$ cat src/rtl/pkt_boot_rx.sv
module pkt_boot_rx #(
  parameter int AW     = 16,
  parameter int ROUNDS = 2,
  localparam int RCW   = $clog2(ROUNDS + 1)
) (
  input  logic          clk,
  input  logic          rst_n,
  input  logic [7:0]    in_data,
  input  logic          in_valid,
  output logic          in_ready,
  input  logic          arm,
  input  logic [AW-1:0] load_base,
  input  logic          boot_sel,
  output logic          mem_we,
  output logic [AW-1:0] mem_addr,
  output logic [7:0]    mem_data,
  output logic          done,
  output logic [AW-1:0] entry,
  output logic          boot_err
);

  typedef enum logic [2:0] {S_IDLE, S_LEN, S_DATA, S_DONE, S_HALT} st_t;

  st_t           st;
  logic [AW-1:0] ptr, base_q;
  logic [7:0]    cnt;
  logic [RCW-1:0] rounds;
  logic          booted, boot_rd;

  wire parked  = (st == S_IDLE) || (st == S_DONE);
  wire acc     = in_valid && in_ready;
  wire boot_go = arm && (st == S_IDLE) && boot_sel && !booted;
  wire load_go = arm && parked && !boot_go && (rounds < RCW'(ROUNDS));

  assign in_ready = (st == S_LEN) || (st == S_DATA);
  assign entry    = base_q;

  always_ff @(posedge clk) begin
    if (!rst_n) begin
      st       <= S_IDLE;
      ptr      <= '0;
      base_q   <= '0;
      cnt      <= '0;
      rounds   <= '0;
      booted   <= 1'b0;
      boot_rd  <= 1'b0;
      done     <= 1'b0;
      mem_we   <= 1'b0;
      mem_addr <= '0;
      mem_data <= '0;
      boot_err <= 1'b0;
    end else begin
      done   <= 1'b0;
      mem_we <= 1'b0;
      case (st)
        S_IDLE, S_DONE: begin
          if (boot_go || load_go) begin
            st      <= S_LEN;
            ptr     <= load_base;
            base_q  <= load_base;
            boot_rd <= boot_go;
            booted  <= 1'b1;
            if (load_go) rounds <= rounds + 1'b1;
          end
        end
        S_LEN: begin
          if (acc) begin
            if (boot_rd && in_data < 8'd2) begin
              boot_err <= 1'b1;
              st       <= S_HALT;
            end else if (!boot_rd && in_data == 8'd0) begin
              done <= 1'b1;
              st   <= S_DONE;
            end else begin
              cnt <= in_data;
              st  <= S_DATA;
            end
          end
        end
        S_DATA: begin
          if (acc) begin
            mem_we   <= 1'b1;
            mem_addr <= ptr;
            mem_data <= in_data;
            ptr      <= ptr + 1'b1;
            cnt      <= cnt - 1'b1;
            if (cnt == 8'd1) begin
              if (boot_rd) begin
                done <= 1'b1;
                st   <= S_DONE;
              end else begin
                st <= S_LEN;
              end
            end
          end
        end
        default: st <= S_HALT;
      endcase
    end
  end

  p_done_single_r4: assert property (@(posedge clk) disable iff (!rst_n)
    done |=> !done);

  p_term_no_write_r4: assert property (@(posedge clk) disable iff (!rst_n)
    (done && !boot_rd) |-> !mem_we);

  p_parked_quiet_r5: assert property (@(posedge clk) disable iff (!rst_n)
    (parked && $past(parked)) |-> !mem_we);

  p_done_backpress_r5: assert property (@(posedge clk) disable iff (!rst_n)
    done |-> !in_ready);

  p_addr_step_r2: assert property (@(posedge clk) disable iff (!rst_n)
    (mem_we && $past(mem_we)) |-> (mem_addr == $past(mem_addr) + 1'b1));

  p_rebase_r6: assert property (@(posedge clk) disable iff (!rst_n)
    (st == S_LEN && $past(parked)) |-> (ptr == base_q));

  p_round_limit_r7: assert property (@(posedge clk) disable iff (!rst_n)
    rounds <= RCW'(ROUNDS));

  p_err_sticky_r9: assert property (@(posedge clk) disable iff (!rst_n)
    boot_err |=> (boot_err && !mem_we && !in_ready));

endmodule

$ cat config.mk
export PLATFORM = sky130hd
export DESIGN_NAME = pkt_boot_rx
export DESIGN_NICKNAME = d
export VERILOG_FILES = /design/src/rtl/pkt_boot_rx.sv
export SDC_FILE = /design/constraint.sdc
export NUM_CORES = 1
export LEC_CHECK = 0
export BUFFER_PORTS_ARGS = -buffer_cell sky130_fd_sc_hd__buf_2
export CORE_ASPECT_RATIO = 0.7
export CORE_MARGIN = 2
export CORE_UTILIZATION = 45
export DETAILED_ROUTE_END_ITERATION = 10
export GPL_TIMING_DRIVEN = 0
export PLACE_DENSITY = 0.68
export SLEW_MARGIN = 20
export SYNTH_ARGS = -nofsm -noshare
export SYNTH_HDL_FRONTEND = slang
export SYNTH_SLANG_ARGS = --single-unit
export TNS_END_PERCENT = 5
$ cat constraint.sdc
create_clock -name clk -period 2.4 [get_ports clk]
set_input_delay 0.24 -clock clk [delete_from_list [all_inputs] [get_ports clk]]
set_output_delay 0.24 -clock clk [all_outputs]
set_load 0.01 [all_outputs]
==> impl_results.md <==
* # DRC at 0
* CP required at between 2 and 2.5 ns
* WS Path Type: flip-flop to output pin
* Mapped Nets at about 470
* Post-DP HPWL at between 7000 and 8000 um
* Minimum clock period at around 2.2 ns
* Worst slew pin tran at roughly 0.64 ns
* Mapped Area at approximately 3500 sq um
* Port Buffers at 70
* Critical path arrival at ~1.9 ns
* Largest net degree at the start of global routing at 11
* Crit-path cells: buf_4, or3b_1, clkbuf_1, clkbuf_1, nand2_1, buf_2
* Max-slew violation count at 0
* Top cells by area, synth: dfxtp_1 42%, nand2_1 8.1%, a21oi_1 7.8%
* Yosys warns at 0
* Hold_buf cts at 0
* Slew HR at between 50% and 60%
* Reg clk slew, reported paths at 0.07 ns
* Slowest CP cell: dfxtp_1
* Final Hold Viols at 0
* Core area at 7740 sq um
* Setup tns final at 0 ns
* Synth area leader: dfxtp_1
* Hold crit path type: input port to flip-flop
* Crit share post-route at 90.9%
* Die extent in x at around 110 um
* Vias in the first global route at around 3100
* Drt total wl at about 9800 um
* Overall Global Routing Usage at a little under a quarter
* Pwr/cell area at roughly 1100 nW/um^2
* Yosys cell types at 57
* Final Net Count at between 500 and 600
* Max Cap Violations at 0
* Clk buf depth at 2
* Register bit total from synthesis at 74
* DR vias/cell at between 5 and 6
* Area delta synth->final at 17.6%
* Top cells by count, synth: 76 x nand2_1, 74 x dfxtp_1, 58 x nor2_1
* Worst-path fanout max at 10
* Max VDD drop at between 300 and 400 uV
* Layout Cells excl Fill at roughly 620
* Row count at 27
* Endpoint class of the critical path: output pin
* Routed len/inst at approximately 16 um
* CTS tree: yes
* Sequential fraction of the synthesis area at about two fifths
* Worst setup margin at about 0.22 ns
* Ys flop type: dfxtp_1
* Global route overflow at 0
* Die height at 78.2 um
* Initial antenna violation count at 0
* First-pass GRT wire length at between 15000 and 20000 um
* ANT cells at 0
* Max incr delay on CP at 0.38 ns
* Clk_skew at 0.00475 ns
* Post-route ant nets at 0
* Design Power at between 4 and 5 mW
* Setup WS pre-CTS at ~0.27 ns
* GPL Wtd Cong at just under 0.9
* Count leader, synth: nand2_1
* DR pass1 iterations at 5
* H-tree lvl count at 3
* Startpoint Class: flip-flop
* Setup-failing EPs final at 0
* Post-Place Cells at between 600 and 700
* IO Pins at between 70 and 80
* Layout cells sized above 1 at around 22%
* Post-synth EDFFs at 0
* Fmax at 0.458 GHz
* Clock Root Buffer: clkbuf_8
* FFs w/ async S/R, synth at 0%
* Gate Count Post-Synth at approximately 440
* Clk_lat worst skew at 0.35 ns
* Synthesized area per cell at 8.03 sq um
* CTS resizes at 0
* Run status: finished clean
* Clock sinks at between 70 and 80
* Drt initial violations at 212
* Die Area at between 8000 and 9000 sq um
* Post-CTS Setup Inserts at 0
* Leakage dissipation at between 1.5 and 2 nW
* RSZ-0062 raised after global routing: false
* CTS Buf Count at 9
* Most used cell, CP: clkbuf_1
* Initial Util at approximately 46%
* Detailed-route via count at about 3500
* Top-area cell type share of the netlist area at 41.8%
[registers in the layout (all words and copies together), names as in the netlist]
name / count
mem_data: 8
rounds: 2
cnt: 8
mem_we: 1
done: 1
mem_addr: 16
entry: 16
booted: 1
ptr: 16
st: 3
boot_err: 1
boot_rd: 1
[stage by stage]
step                      cell area [sq um]  util, %  hold WS (ns)
after floorplan                        3540        -         0.376
after global placement                 4020     51.9         0.439
after detailed placement               4020     51.9         0.446
after CTS                              4160     53.8         0.137
after global routing                   4160     53.8         0.156
final                                  4160     53.8         0.148
[path summary, 6_finish.rpt]
| path | end | cells after the start | slack (ns) | from |
|---|---|---|---|---|
| setup / recovery | in_ready | 6 | 0.22 | st[1] |
| hold / removal | mem_data[5] | 3 | 0.15 | in_data[5] |
| setup reg to reg | mem_addr[14] | 6 | 0.28 | st[0] |
| hold reg to reg | mem_addr[10] | 2 | 0.45 | mem_addr[10] |
[per-layer routing]
metal  GRT usage, %  part of all wire [%]  vias to the layer above
met5              0                     0                        -
met4           6.96                   1.2                        0
met3           6.06                   7.9                       12
met2           34.8                    45                      138
met1           32.8                    46                     1650
li1               -                     -                     1710
[logic make-up after synthesis]
group | count (synthesis) | synth area share, %
simple gates | 189 | 24.8
compound gates | 118 | 22.2
flops | 74 | 41.8
buf+inv | 40 | 5.37
mux | 15 | 4.24
fa+ha+maj | 3 | 1.06
xor+xnor | 2 | 0.495
[cells in the final DEF (no fill, tap or decap), types with 10 or more instances in the layout]
cell / count
a21oi_1: 55
buf_2: 78
clkbuf_1: 21
clkbuf_8: 10
dfxtp_1: 74
mux2i_1: 15
nand2_1: 76
nand3_1: 10
nor2_1: 58
[where the power goes]
part	leakage, nW	internal (mW)	total, mW	switching (mW)
combinational	1.03	0.746	1.91	1.16
clock	0.0770	0.379	0.805	0.426
sequential	0.604	1.47	1.69	0.225
[critical path: cells and delay by family, from the launching register on]
| family | cells | cell delay [ns] |
|---|---|---|
| buffers and inverters | 4 | 0.72 |
| flip-flops | 1 | 0.38 |
| AND/OR/NAND/NOR | 2 | 0.50 |
[layout make-up]
cell class	instances	area, sq um
clock inverters	1	5.00
repair buffers	70	350
inverters	6	22.5
clock buffers	11	141
plain buffers	34	168
flip-flops and latches	74	1480
fillers	737	3570
well taps	101	126
multi-input cells	327	1870
No activity file was read; power rests on OpenSTA's default activity.
